## src/rtl/bcsram_pkg.sv

```systemverilog
package bcsram_pkg;
  typedef enum logic [2:0] {
    ST_IDLE = 3'd0,
    ST_PRE  = 3'd1,
    ST_ADDR = 3'd2,
    ST_STRB = 3'd3,
    ST_HOLD = 3'd4
  } phase_e;
endpackage

```

## src/rtl/bcsram_addr_gen.sv

```systemverilog
module bcsram_addr_gen #(
  parameter int WADDR_W = 22,
  parameter int BEATS   = 8
) (
  input  logic               clk,
  input  logic               rst_n,
  input  logic               load,
  input  logic [WADDR_W-1:0] start_waddr,
  input  logic               advance,
  output logic [WADDR_W-1:0] waddr,
  output logic               last_beat
);
  localparam int IDX_W = (BEATS > 1) ? $clog2(BEATS) : 1;

  logic [WADDR_W-1:IDX_W] base_q;
  logic [IDX_W-1:0]       idx_q;
  logic [IDX_W-1:0]       first_q;
  logic [IDX_W-1:0]       cnt_q;

  assign waddr     = {base_q, idx_q};
  assign last_beat = (cnt_q == IDX_W'(BEATS - 1));

  always_ff @(posedge clk or negedge rst_n) begin
    if (!rst_n) begin
      base_q  <= '0;
      idx_q   <= '0;
      first_q <= '0;
      cnt_q   <= '0;
    end else if (load) begin
      base_q  <= start_waddr[WADDR_W-1:IDX_W];
      idx_q   <= start_waddr[IDX_W-1:0];
      first_q <= start_waddr[IDX_W-1:0];
      cnt_q   <= '0;
    end else if (advance) begin
      idx_q <= idx_q + 1'b1;
      cnt_q <= cnt_q + 1'b1;
    end
  end

  AST_LAST_PRECEDES_FIRST: assert property (@(posedge clk) disable iff (!rst_n)
    last_beat |-> (idx_q == IDX_W'(first_q - 1'b1)));
  AST_ADV_WITHIN_BLOCK: assert property (@(posedge clk) disable iff (!rst_n)
    advance |-> !last_beat);
endmodule

```

## src/rtl/bcsram_strobe_gen.sv

```systemverilog
module bcsram_strobe_gen #(
  parameter int LANES = 4
) (
  input  logic             clk,
  input  logic             rst_n,
  input  logic             strb_phase,
  input  logic             is_read,
  input  logic [LANES-1:0] lanes,
  output logic [LANES-1:0] we_n,
  output logic             rd_n
);
  // Armed on the falling edge inside the strobe phase; the phase itself,
  // a rising-edge register, cuts the strobe off on the closing rising edge.
  logic arm_q;

  always_ff @(negedge clk or negedge rst_n) begin
    if (!rst_n) arm_q <= 1'b0;
    else        arm_q <= strb_phase;
  end

  for (genvar g = 0; g < LANES; g++) begin : g_lane
    assign we_n[g] = ~(arm_q & strb_phase & lanes[g]);
  end

  assign rd_n = ~(strb_phase & is_read);

  AST_ARM_FOLLOWS_PHASE: assert property (@(posedge clk) disable iff (!rst_n)
    (strb_phase && $past(strb_phase)) |-> arm_q);
endmodule

```

## src/rtl/bcsram_seq.sv

```systemverilog
module bcsram_seq
  import bcsram_pkg::*;
#(
  parameter int WAIT_W = 3
) (
  input  logic              clk,
  input  logic              rst_n,
  input  logic              req_valid,
  input  logic              req_write,
  input  logic              req_burst,
  input  logic [WAIT_W-1:0] cfg_wait,
  input  logic              wd_valid,
  input  logic              last_beat,
  output logic              req_ready,
  output logic              accept,
  output logic              advance,
  output logic              strb_phase,
  output logic              bus_active,
  output logic              is_read,
  output logic              oe,
  output logic              wd_ready,
  output logic              wd_take,
  output logic              capture,
  output logic              rsp_valid,
  output logic              rsp_done
);
  phase_e            state_q, nxt;
  logic [WAIT_W-1:0] wait_q, wcnt_q;
  logic              wr_q, bst_q, finish, done_q, val_q;
  logic [WAIT_W:0]   strb_len_q;

  assign req_ready  = (state_q == ST_IDLE);
  assign accept     = req_ready & req_valid;
  assign strb_phase = (state_q == ST_STRB);
  assign bus_active = (state_q == ST_ADDR) | (state_q == ST_STRB) | (state_q == ST_HOLD);
  assign is_read    = ~wr_q;
  assign oe         = wr_q & ((state_q == ST_STRB) | (state_q == ST_HOLD));
  assign wd_ready   = wr_q & (state_q == ST_ADDR);
  assign wd_take    = wd_ready & wd_valid;
  assign capture    = strb_phase & (wcnt_q == '0) & ~wr_q;
  assign rsp_valid  = val_q;
  assign rsp_done   = done_q;

  always_comb begin
    nxt     = state_q;
    finish  = 1'b0;
    advance = 1'b0;
    case (state_q)
      ST_IDLE: if (req_valid) nxt = ST_PRE;
      ST_PRE:  nxt = ST_ADDR;
      ST_ADDR: if (!wr_q || wd_valid) nxt = ST_STRB;
      ST_STRB: begin
        if (wcnt_q == '0) begin
          if (wr_q) begin
            nxt = ST_HOLD;
          end else if (bst_q && !last_beat) begin
            nxt     = ST_ADDR;
            advance = 1'b1;
          end else begin
            nxt    = ST_IDLE;
            finish = 1'b1;
          end
        end
      end
      ST_HOLD: begin
        if (bst_q && !last_beat) begin
          nxt     = ST_ADDR;
          advance = 1'b1;
        end else begin
          nxt    = ST_IDLE;
          finish = 1'b1;
        end
      end
      default: nxt = ST_IDLE;
    endcase
  end

  always_ff @(posedge clk or negedge rst_n) begin
    if (!rst_n) begin
      state_q <= ST_IDLE;
      wait_q  <= '0;
      wcnt_q  <= '0;
      wr_q    <= 1'b0;
      bst_q   <= 1'b0;
      done_q  <= 1'b0;
      val_q   <= 1'b0;
    end else begin
      state_q <= nxt;
      done_q  <= finish;
      val_q   <= capture;
      if (accept) begin
        wait_q <= cfg_wait;
        wr_q   <= req_write;
        bst_q  <= req_burst;
      end
      if (state_q == ST_ADDR && nxt == ST_STRB) wcnt_q <= wait_q;
      else if (strb_phase && wcnt_q != '0)      wcnt_q <= wcnt_q - 1'b1;
    end
  end

  always_ff @(posedge clk or negedge rst_n) begin
    if (!rst_n)          strb_len_q <= '0;
    else if (strb_phase) strb_len_q <= strb_len_q + 1'b1;
    else                 strb_len_q <= '0;
  end

  AST_STRB_LENGTH: assert property (@(posedge clk) disable iff (!rst_n)
    $fell(strb_phase) |-> (strb_len_q == ({1'b0, wait_q} + 1'b1)));
  AST_IDLE_GAP: assert property (@(posedge clk) disable iff (!rst_n)
    $fell(bus_active) |=> !bus_active);
  AST_DONE_SINGLE: assert property (@(posedge clk) disable iff (!rst_n)
    rsp_done |=> !rsp_done);
  AST_WR_WAITS_DATA: assert property (@(posedge clk) disable iff (!rst_n)
    (state_q == ST_ADDR && wr_q && !wd_valid) |=> (state_q == ST_ADDR));
endmodule

```

## src/rtl/bcsram_ctrl.sv

```systemverilog
module bcsram_ctrl #(
  parameter int ADDR_W      = 22,
  parameter int DATA_W      = 32,
  parameter int BURST_BYTES = 32,
  parameter int WAIT_W      = 3
) (
  input  logic                clk,
  input  logic                rst_n,
  input  logic                req_valid,
  output logic                req_ready,
  input  logic [ADDR_W-1:0]   req_addr,
  input  logic                req_write,
  input  logic [DATA_W/8-1:0] req_be,
  input  logic                req_burst,
  input  logic [WAIT_W-1:0]   cfg_wait,
  input  logic                wd_valid,
  output logic                wd_ready,
  input  logic [DATA_W-1:0]   wd_data,
  output logic                rsp_valid,
  output logic [DATA_W-1:0]   rsp_rdata,
  output logic                rsp_done,
  output logic                bus_cs_n,
  output logic                bus_rd_n,
  output logic                bus_rdwr,
  output logic [DATA_W/8-1:0] bus_we_n,
  output logic [ADDR_W-1:0]   bus_addr,
  output logic [DATA_W-1:0]   bus_dq_o,
  output logic                bus_dq_oe,
  input  logic [DATA_W-1:0]   bus_dq_i
);
  localparam int LANES = DATA_W / 8;
  localparam int BEATS = BURST_BYTES / LANES;

  logic             accept, advance, strb_phase, bus_active, is_read;
  logic             oe, wd_take, capture, last_beat;
  logic [LANES-1:0] be_q;
  logic             rdwr_q;
  logic [DATA_W-1:0] wd_q, rd_q;

  bcsram_seq #(.WAIT_W(WAIT_W)) u_seq (
    .clk        (clk),
    .rst_n      (rst_n),
    .req_valid  (req_valid),
    .req_write  (req_write),
    .req_burst  (req_burst),
    .cfg_wait   (cfg_wait),
    .wd_valid   (wd_valid),
    .last_beat  (last_beat),
    .req_ready  (req_ready),
    .accept     (accept),
    .advance    (advance),
    .strb_phase (strb_phase),
    .bus_active (bus_active),
    .is_read    (is_read),
    .oe         (oe),
    .wd_ready   (wd_ready),
    .wd_take    (wd_take),
    .capture    (capture),
    .rsp_valid  (rsp_valid),
    .rsp_done   (rsp_done)
  );

  bcsram_addr_gen #(.WADDR_W(ADDR_W), .BEATS(BEATS)) u_addr (
    .clk         (clk),
    .rst_n       (rst_n),
    .load        (accept),
    .start_waddr (req_addr),
    .advance     (advance),
    .waddr       (bus_addr),
    .last_beat   (last_beat)
  );

  bcsram_strobe_gen #(.LANES(LANES)) u_strb (
    .clk        (clk),
    .rst_n      (rst_n),
    .strb_phase (strb_phase),
    .is_read    (is_read),
    .lanes      (be_q),
    .we_n       (bus_we_n),
    .rd_n       (bus_rd_n)
  );

  always_ff @(posedge clk or negedge rst_n) begin
    if (!rst_n) begin
      be_q   <= '0;
      rdwr_q <= 1'b1;
      wd_q   <= '0;
      rd_q   <= '0;
    end else begin
      if (accept) begin
        be_q   <= req_burst ? {LANES{1'b1}} : req_be;
        rdwr_q <= ~req_write;
      end
      if (wd_take) wd_q <= wd_data;
      if (capture) rd_q <= bus_dq_i;
    end
  end

  assign bus_cs_n  = ~bus_active;
  assign bus_rdwr  = rdwr_q;
  assign bus_dq_o  = wd_q;
  assign bus_dq_oe = oe;
  assign rsp_rdata = rd_q;

  AST_RDWR_STABLE: assert property (@(posedge clk) disable iff (!rst_n)
    (!bus_cs_n && $past(!bus_cs_n)) |-> $stable(bus_rdwr));
  AST_OE_WRITE_ONLY: assert property (@(posedge clk) disable iff (!rst_n)
    bus_dq_oe |-> !bus_rdwr);
  AST_READY_IDLE: assert property (@(posedge clk) disable iff (!rst_n)
    !bus_cs_n |-> !req_ready);
  for (genvar g = 0; g < LANES; g++) begin : g_chk
    AST_RD_COVERS_STRB: assert property (@(negedge clk) disable iff (!rst_n)
      (bus_rdwr && !bus_we_n[g]) |-> !bus_rd_n);
  end
endmodule

```

## config.mk

```make
export PLATFORM = sky130hd
export DESIGN_NAME = bcsram_ctrl
export DESIGN_NICKNAME = d
export VERILOG_FILES = /design/src/rtl/bcsram_pkg.sv /design/src/rtl/bcsram_addr_gen.sv /design/src/rtl/bcsram_strobe_gen.sv /design/src/rtl/bcsram_seq.sv /design/src/rtl/bcsram_ctrl.sv
export SDC_FILE = /design/constraint.sdc
export NUM_CORES = 1
export LEC_CHECK = 0
export BUFFER_PORTS_ARGS = -buffer_cell sky130_fd_sc_hd__clkbuf_2
export CORE_MARGIN = 10
export CORE_UTILIZATION = 45
export DETAILED_ROUTE_END_ITERATION = 10
export PLACE_DENSITY = 0.77
export SYNTH_ARGS = -nofsm -noshare
export SYNTH_HDL_FRONTEND = slang
export SYNTH_SLANG_ARGS = --single-unit
```

## constraint.sdc

```tcl
create_clock -name clk -period 4.7 [get_ports clk]
set_input_delay 0.235 -clock clk [delete_from_list [all_inputs] [get_ports clk]]
set_output_delay 0.235 -clock clk [all_outputs]
set_load 0.05 [all_outputs]
```

---- Yosys cells after proc, flatten, opt, wreduce, memory -nomap -nowiden ----
Index checks and enable logic that the tools add are counted.
storage, ports and cells
  bits of input ports ..................... 99
  register bits after elaboration ......... 108
  memory bits (read-only) ................. 0
  latch bits .............................. 0
  output and inout port bits .............. 98
  RAM bits ................................ 0
  memories ................................ 0
cells by class
  equal/unequal tests ..................... 6
  div/mod/pow operators ................... 0
  muxes and demuxes ....................... 21
  bitwise logic cells ..................... 23
  magnitude comparators ................... 0
  reduce and logical (&&, ||, !) cells .... 11
  $add $sub $neg .......................... 3
  shifts and indexed selects .............. 0
  $mul .................................... 0
operators with widths
  kind                                                                   number
  3-bit 2-to-1 mux                                                       10
  3-bit one-hot mux with 5 select lines                                  1
  1-bit AND                                                              12
  3-bit by 2-bit equality test with 1-bit output, second input constant  3
  1-bit inverter                                                         8
  3-bit by 1-bit adder with 3-bit output, second input constant          2
  3-bit equality test, second input constant                             2
  3-bit zero test                                                        2
  1-bit 2-to-1 mux                                                       6
  4-bit 2-to-1 mux                                                       1
  1-bit one-hot mux with 2 select lines                                  2
  2-bit nonzero test                                                     2
  3-bit by 1-bit equality test with 1-bit output, second input constant  1
  1-bit logical AND                                                      3
  1-bit bitwise OR                                                       3
  3-bit nonzero test                                                     1
  3-bit by 1-bit subtractor with 3-bit output, second input constant     1
  1-bit zero test                                                        2
  2-bit 2-to-1 mux                                                       1
  1-bit logical OR                                                       1

---- Longest topological paths before layout ----
Gate-level depths: netlist of run 1.
  depth after elaboration ................. 10
  depth in mapped cells ................... 7

---- By module ----
A second synthesis of run 1 with hierarchy kept.
second synthesis, totals
  cell total of the unflattened synthesis .. 296
  area, all modules ....................... 4717.0 um^2
modules (own cells, without submodules)
  module             seq. area each (um^2)  cells each  area each (um^2)  instances
  bcsram_ctrl        1727.9                 157         2889.0            1
  bcsram_addr_gen    625.6                  67          1032.2            1
  bcsram_seq         325.3                  66          747.0             1
  bcsram_strobe_gen  25.0                   6           48.8              1

==> results.ini, run 1 <==
[outcome]
run_status=finished, final reports clean

[sta]
max_slew_margin=0.137
worst_pin_slew_ns=1.29
slew_viol_final=0
finalSetupViolCount=0
finalSetupTns_ns=0
layout_setup_ws_ns=0.976
hold_viol=0
fin_skew_ns=0.0140
rsz0062_at_grt=false

[drt]
drtIter0Drc=203
vias_per_cell=4.73
firstDrtPassIters=4
vias=3176
detail-route-antenna-nets=0
drc=0
wirelength_um=11000
wl_per_cell_um=16.4

[placed_design]
pre_cts_slack_ns=1.34
dp_hpwl_um=8660
io_buffer_count=196
gp_congestion=0.773

[setup_path]
r2r_start=u_seq.state_q[0]
startpoint=u_strb.arm_q
startpoint_type=register
reg2reg_slack_ns=1.32
criticalPathCategory=reg2out
crit_path_end=bus_we_n[0]
r2r-end=u_strb.arm_q
crit_fanout=4
crit_required_ns=4.47
worstPathArrival_ns=3.49
worstSetupEndpointType=primary output
rr_worst_depth=1

[synth]
ys_async_sr_fraction=1.00
synth_cell_type_count=34
synth_xor_area_frac=0.00408
synth_warnings=0
netlist_area_sq_mm=0.00429
synth_nets=446
synthAdderAreaFrac=0.0146
synth_mux_area_frac=0.183
synth-main-ff-cell=dfrtp_1
synth_top_family_by_area=multiplexers
synth_top_area_share=0.618
synth_area_leader_cell=dfrtp_1
ys_seq_elements=108
seq_area_frac_synth=0.630
synth_compound_area_frac=0.0277
avgSynthCellArea_sq_um=12.6
yosys.area_share.simple=0.122
synth_edf_count=0
synthTopCellsByArea=dfrtp_1 62%, mux2_2 17%, nand2_1 8.2%, ha_1 1.5%, buf_2 1.3%
syn_inst=342

[floorplan]
core_area_sq_mm=0.00928
fp.dieH_um=118
initial_core_util=0.462
die_w_um=118
dieArea_sq_mm=0.0138
rows=35
io_pins=197

[global_route]
grt-ovfl-total=0
gr-usage-met2=0.267
use_met3=0.0595
gr-usage-met1=0.184
antenna_found_initial=0
busiest_layer=met2
grt_pass1_wl_um=18200
track_usage=0.159
grt_pass1_vias=3492
grt_max_degree=77

[clocking]
tritoncts=done
insertion_delay_ns=0.36
clkSlewWorstSetupHoldPaths_ns=0.10
numCtsBuffers=9
root_buffer=clkbuf_8
cts_max_path_buffers=2
cts_max_level=3
clkSinkCount=108
postCtsSetupRepairBufs=0

[cells_and_area]
n_antenna_cell=0
drive_gt1_frac=0.520
syn2layout_area_growth_pct=30.1
fin_nets=641
multi_input_comb_area_sq_mm=0.00151
fillers=769
ff_latch_area_sq_mm=0.00270

[job]
drv_cap=0

[worst_hold_path]
hold_path.class=in2reg

-- critical path, cell delays in order, from the launching register on --
cell and delay (ns):
dfrtn_1 0.46, nand3_1 0.09, clkbuf_2 0.26
-- registers in the layout, indices dropped and copies added, names as in the netlist --
| name | cells |
|---|---|
| bus_dq_o | 32 |
| bus_rdwr | 1 |
| u_seq.rsp_done | 1 |
| u_seq.wr_q | 1 |
| u_seq.bst_q | 1 |
| u_seq.wcnt_q | 3 |
| u_strb.arm_q | 1 |
| u_seq.state_q | 3 |
| u_seq.rsp_valid | 1 |
| be_q | 4 |
| u_addr.base_q | 19 |
| u_addr.idx_q | 3 |
| u_addr.cnt_q | 3 |
| rsp_rdata | 32 |
| u_seq.wait_q | 3 |
-- cells by family (layout without fill, tap and decap cells) --
kind of cell	Yosys count	count (layout)
xor gates and xnor gates	2	2
AOI/OAI and AO/OA	17	17
adders and majority gates	5	5
muxes	70	70
DFF	108	108
and+or+nand+nor	122	122
buffers and inverters	18	218
-- layout by cell type (no fill, tap or decap), types with 2 or more instances in the layout --
| cell type | Yosys | final |
|---|---|---|
| nor3b_1 | 2 | 2 |
| nor2_1 | 6 | 6 |
| clkbuf_1 | 4 | 2 |
| inv_1 | 3 | 3 |
| o21ai_0 | 10 | 10 |
| nand2_1 | 94 | 94 |
| dfrtp_1 | 106 | 106 |
| mux2_2 | 66 | 66 |
| clkbuf_8 | 0 | 9 |
| clkbuf_2 | 0 | 195 |
| nor3_1 | 2 | 2 |
| buf_4 | 0 | 3 |
| mux2i_1 | 3 | 3 |
| nand2b_1 | 2 | 2 |
| ha_1 | 5 | 5 |
| nand3_1 | 6 | 6 |
| nor2b_1 | 3 | 3 |
-- area by class of cell --
type	count	share of cell area
Clock buffer	11	0.0235
Clock inverter	5	0.0108
Inverter	3	0.00202
Multi-Input combinational cell	216	0.270
Sequential cell	108	0.484
Tap cell	129	0.0289
Timing Repair Buffer	199	0.181
-- how the worst min path moves through the flow --
stage	from	endpoint	slack (ns)	cells past startpoint
2_1_floorplan	rst_n	be_q[0]	-0.06	0
3_5_place_dp	rst_n	bus_dq_o[2]	0.21	1
3_3_place_gp	rst_n	bus_dq_o[3]	0.20	1
5_1_grt	req_write	bus_rdwr	0.04	2
4_1_cts	req_write	bus_rdwr	0.03	2
6_report	req_write	bus_rdwr	0.05	2
-- repair_timing --
action	4_1_cts	5_1_grt
endpoints found under the hold margin	30	0
hold buffers	1	0
gates resized for setup	0	0
-- stage by stage --
stage | area [sq um] | util | hold slack [ns] | cells
4_1_cts | 5580 | 0.601 | 0.0349 | 671
3_5_place_dp | 5380 | 0.580 | 0.206 | 654
6_report | 5580 | 0.601 | 0.0532 | 671
3_3_place_gp | 5380 | 0.580 | 0.197 | 654
5_1_grt | 5580 | 0.601 | 0.0437 | 671
2_1_floorplan | 4290 | - | -0.0606 | 342
-- routing by layer --
layer	part of all wire	vias to the layer above	wire length [um]
met5	0	-	0
met4	0.013	0	143
met3	0.084	11	921
met2	0.48	143	5230
met1	0.43	1495	4710
li1	-	1527	-
-- synthesized netlist by cell type, types with 2 or more instances --
master,count
dfrtp_1,106
nand2_1,94
mux2_2,66
buf_2,11
o21ai_0,10
nand3_1,6
nor2_1,6
ha_1,5
clkbuf_1,4
inv_1,3
mux2i_1,3
nor2b_1,3
nand2b_1,2
nor3_1,2
nor3b_1,2
Power of run 1 is left out: the tool's default activity adds up to more than one toggle a clock period on the data nets, which glitch-free logic cannot reach.
==> run 2, diff against run 1 <==
- clock period: 4.7 -> 3.75 ns (I/O delays scaled with it)
==> run 2 against run 1 <==
  * Core utilization increased by 2.0 points
  * Sequential share of layout area is 1.6 points lower
  * Via count is 3.0% higher
  * Count of clock-buffer cells in the layout is 2 lower
  * Critical path type unchanged
  * Setup slack got worse by 0.45 ns
  * Clock skew increased by 0.0071 ns
  * Die area stayed put
  * Sequential cell count stayed put
==> results.ini, run 2 (synthesis results as in run 1) <==
[outcome]
run_status=finished, final reports clean

[setup_path]
worstPathArrival_ns=3.03
r2r_start=u_seq.state_q[0]
startpoint_type=register
reg2reg_slack_ns=1.00
rr_worst_depth=1
crit_fanout=4
crit_chain=nand3_1, clkbuf_2
criticalPathCategory=reg2out
r2r-end=u_strb.arm_q
max_stage_delay_ns=0.48
crit_path_top_delay_cell=dfrtn_1
worstSetupEndpointType=primary output
crit_required_ns=3.56

[sta]
rsz0062_at_grt=false
hold_slack_ns=0.0174
finalSetupTns_ns=0
fin_skew_ns=0.0211
finalSetupViolCount=0
max_slew_margin=0.328
slew_viol_final=0
worst_pin_slew_ns=1.01
hold_viol=0

[cells_and_area]
final_cell_mix=195 x clkbuf_2, 106 x dfrtp_1, 94 x nand2_1
stdcell_area_sq_mm=0.00577
n_antenna_cell=0
final_common_cell=clkbuf_2
drive_gt1_frac=0.514
syn2layout_area_growth_pct=34.5
fin_nets=658

[clocking]
insertion_delay_ns=0.36
cts_resized=0
postCtsSetupRepairBufs=0
holdBufCountCts=13
clkSinkCount=108
root_buffer=clkbuf_8
tritoncts=done
cts_max_path_buffers=2
numCtsBuffers=9
cts_max_level=3
clkSlewWorstSetupHoldPaths_ns=0.10

[global_route]
antenna_found_initial=0
grt-ovfl-total=0
grt_max_degree=83
track_usage=0.161
grt_pass1_wl_um=18200
grt_pass1_vias=3536

[floorplan]
dieArea_sq_mm=0.0138
rows=35
io_pins=197
die_w_um=118
fp.dieH_um=118
core_area_sq_mm=0.00928
initial_core_util=0.462

[drt]
wl_per_cell_um=16.3
firstDrtPassIters=4
vias=3272
drtIter0Drc=104
drc=0
detail-route-antenna-nets=0
wirelength_um=11200
vias_per_cell=4.76

[worst_hold_path]
hold_depth=3
min_from=req_addr[7]
hold_path.class=in2reg
min_to=u_addr.base_q[7]

[placed_design]
io_buffer_count=196
place_area_sq_mm=0.00541
dp_hpwl_um=8800
gp_congestion=0.791

[job]
drv_cap=0

==> run 2: final cells by class <==
type / instances / area, sq um
Fill cell: 772 / 3510
Sequential cell: 108 / 2700
Multi-Input combinational cell: 216 / 1510
Timing Repair Buffer: 216 / 1170
Tap cell: 129 / 161
Clock buffer: 9 / 124
Clock inverter: 6 / 97.6
Inverter: 3 / 11.3
==> run 2: through the flow <==
stage	setup WS (ns)	utilization	cells
floorplan	0.875	-	342
global placement	0.901	0.583	658
detailed placement	0.883	0.583	658
CTS	0.505	0.621	686
global route	0.481	0.622	687
finish	0.528	0.622	687
==> run 2: worst max path at each step <==
stage / startpoint / to / slack [ns] / cells past startpoint
2_1_floorplan: u_strb.arm_q / bus_we_n[0] / 0.87 / 1
3_3_place_gp: u_strb.arm_q / bus_we_n[1] / 0.90 / 2
3_5_place_dp: u_strb.arm_q / bus_we_n[1] / 0.88 / 2
4_1_cts: u_strb.arm_q / bus_we_n[1] / 0.51 / 2
5_1_grt: u_strb.arm_q / bus_we_n[0] / 0.48 / 2
6_report: u_strb.arm_q / bus_we_n[1] / 0.53 / 2
==> run 2: routing by layer <==
metal | track usage | part of all wire | vias to the layer above
li1 | - | - | 1563
met1 | 0.182 | 0.42 | 1554
met2 | 0.268 | 0.48 | 141
met3 | 0.0676 | 0.086 | 14
met4 | 0.0541 | 0.017 | 0
met5 | 0 | 0 | -
==> run 2: worst max-delay path: cells and delay by family (launching register included) <==
kind / cells / cell delay (ns)
buffers and inverters: 1 / 0.25
DFF: 1 / 0.48
and+or+nand+nor: 1 / 0.10
Power of run 2 is left out for the same reason.
==> run 3, diff against run 2 <==
- CELL_PAD_IN_SITES_DETAIL_PLACEMENT: not set -> 1
- CELL_PAD_IN_SITES_GLOBAL_PLACEMENT: not set -> 2
- CORE_UTILIZATION: 45 -> 28
- PLACE_DENSITY: 0.77 -> not set
- PLACE_DENSITY_LB_ADDON: not set -> 0.1
- SLEW_MARGIN: not set -> 10
==> run 3 against run 2 <==
  * Core utilization is 24 points lower
  * Global-route usage is 3.9 points lower
  * Via count is 0.40% lower
  * Clock skew is 0.017 ns lower
  * Critical path type unchanged
  * Largest cell class unchanged
==> results.ini, run 3 (synthesis results as in run 1) <==
[outcome]
run_status=finished, final reports clean

[floorplan]
die_w_um=144
initial_core_util=0.284
rows=45
dieArea_sq_mm=0.0207
core_area_sq_mm=0.0151
fp.dieH_um=144
io_pins=197

[setup_path]
crit_path_top_delay_cell=dfrtn_1
cp_top_family=flip-flops
crit_chain=nand3_1, clkbuf_2
worstSetupEndpointType=primary output
startpoint_type=register
r2r_start=u_seq.state_q[0]
worstPathArrival_ns=3.06
crit_required_ns=3.56
rr_worst_depth=1
crit_fanout=4
criticalPathCategory=reg2out
path_buf_inv=1
reg2reg_slack_ns=1.02
max_stage_delay_ns=0.49
r2r-end=u_strb.arm_q

[clocking]
cts_max_path_buffers=2
insertion_delay_ns=0.35
cts_max_level=3
numCtsBuffers=9
clkSlewWorstSetupHoldPaths_ns=0.07
postCtsSetupRepairBufs=0
clkSinkCount=108
cts_resized=0
root_buffer=clkbuf_16
tritoncts=done

[worst_hold_path]
hold_path.class=in2reg
min_from=req_addr[8]
min_to=u_addr.base_q[8]
hold_depth=3

[cells_and_area]
final_cell_mix=195 x clkbuf_2, 106 x dfrtp_1, 94 x nand2_1
n_antenna_cell=0
fillers=1679
fin_nets=646
drive_gt1_frac=0.527
multi_input_comb_area_sq_mm=0.00151
final_common_cell=clkbuf_2
final_cells=735
stdcell_area_sq_mm=0.00583
syn2layout_area_growth_pct=35.8
ff_latch_area_sq_mm=0.00270

[placed_design]
dp_hpwl_um=10000
gp_congestion=0.693
dp.cells=717
place_area_sq_mm=0.00549
io_buffer_count=196

[drt]
vias_per_cell=4.43
detail-route-antenna-nets=0
drtIter0Drc=91
wirelength_um=12700
firstDrtPassIters=4
wl_per_cell_um=17.3
drc=0
vias=3259

[global_route]
track_usage=0.122
grt-ovfl-total=0
antenna_found_initial=0
grt_max_degree=66
grt_pass1_vias=3558
grt_pass1_wl_um=19700

[sta]
slew_viol_final=0
max_slew_margin=0.437
worst_pin_slew_ns=0.845
finalSetupViolCount=0
hold_viol=0
fin_skew_ns=0.00451
rsz0062_at_grt=false
finalSetupTns_ns=0

[job]
drv_cap=0

-- run 3: worst min-delay path: stages --
cell      delay (ns)
clkbuf_2        0.07
nand2_1         0.04
nand2_1         0.04
-- run 3: per-stage QoR --
stage | worst slack (ns) | hold slack (ns) | utilization
floorplan | 0.875 | -0.108 | -
global placement | 0.882 | 0.219 | 0.364
detailed placement | 0.875 | 0.224 | 0.364
CTS | 0.474 | 0.00432 | 0.386
global route | 0.451 | 0.0112 | 0.386
finish | 0.499 | 0.0259 | 0.386
-- run 3: how the worst max path moves through the flow --
stage	start	depth (start not counted)	endpoint
after floorplan	u_strb.arm_q	1	bus_we_n[0]
after global placement	u_strb.arm_q	2	bus_we_n[0]
after detailed placement	u_strb.arm_q	2	bus_we_n[0]
after CTS	u_strb.arm_q	2	bus_we_n[0]
after global routing	u_strb.arm_q	2	bus_we_n[0]
final	u_strb.arm_q	2	bus_we_n[0]
-- run 3: layer usage --
metal  vias to the layer above  track usage  wire [um]  part of all wire
met5                         -            0          0                 0
met4                         0       0.0290        119            0.0094
met3                         8       0.0604       1210             0.095
met2                       119        0.207       6300              0.50
met1                      1585        0.135       5070              0.40
li1                       1547            -          -                 -
-- run 3: cell type report --
| type | instances | area share |
|---|---|---|
| Clock buffer | 9 | 0.0386 |
| Clock inverter | 7 | 0.0172 |
| Sequential cell | 108 | 0.464 |
| Tap cell | 188 | 0.0403 |
| Multi-Input combinational cell | 216 | 0.259 |
| Inverter | 3 | 0.00193 |
| Timing Repair Buffer | 204 | 0.180 |
-- run 3: repair_timing --
item / CTS / global route
setup endpoints to repair: 0 / 0
hold buffers: 1 / 1
hold endpoints to repair: 42 / 1
Power of run 3 is left out for the same reason.
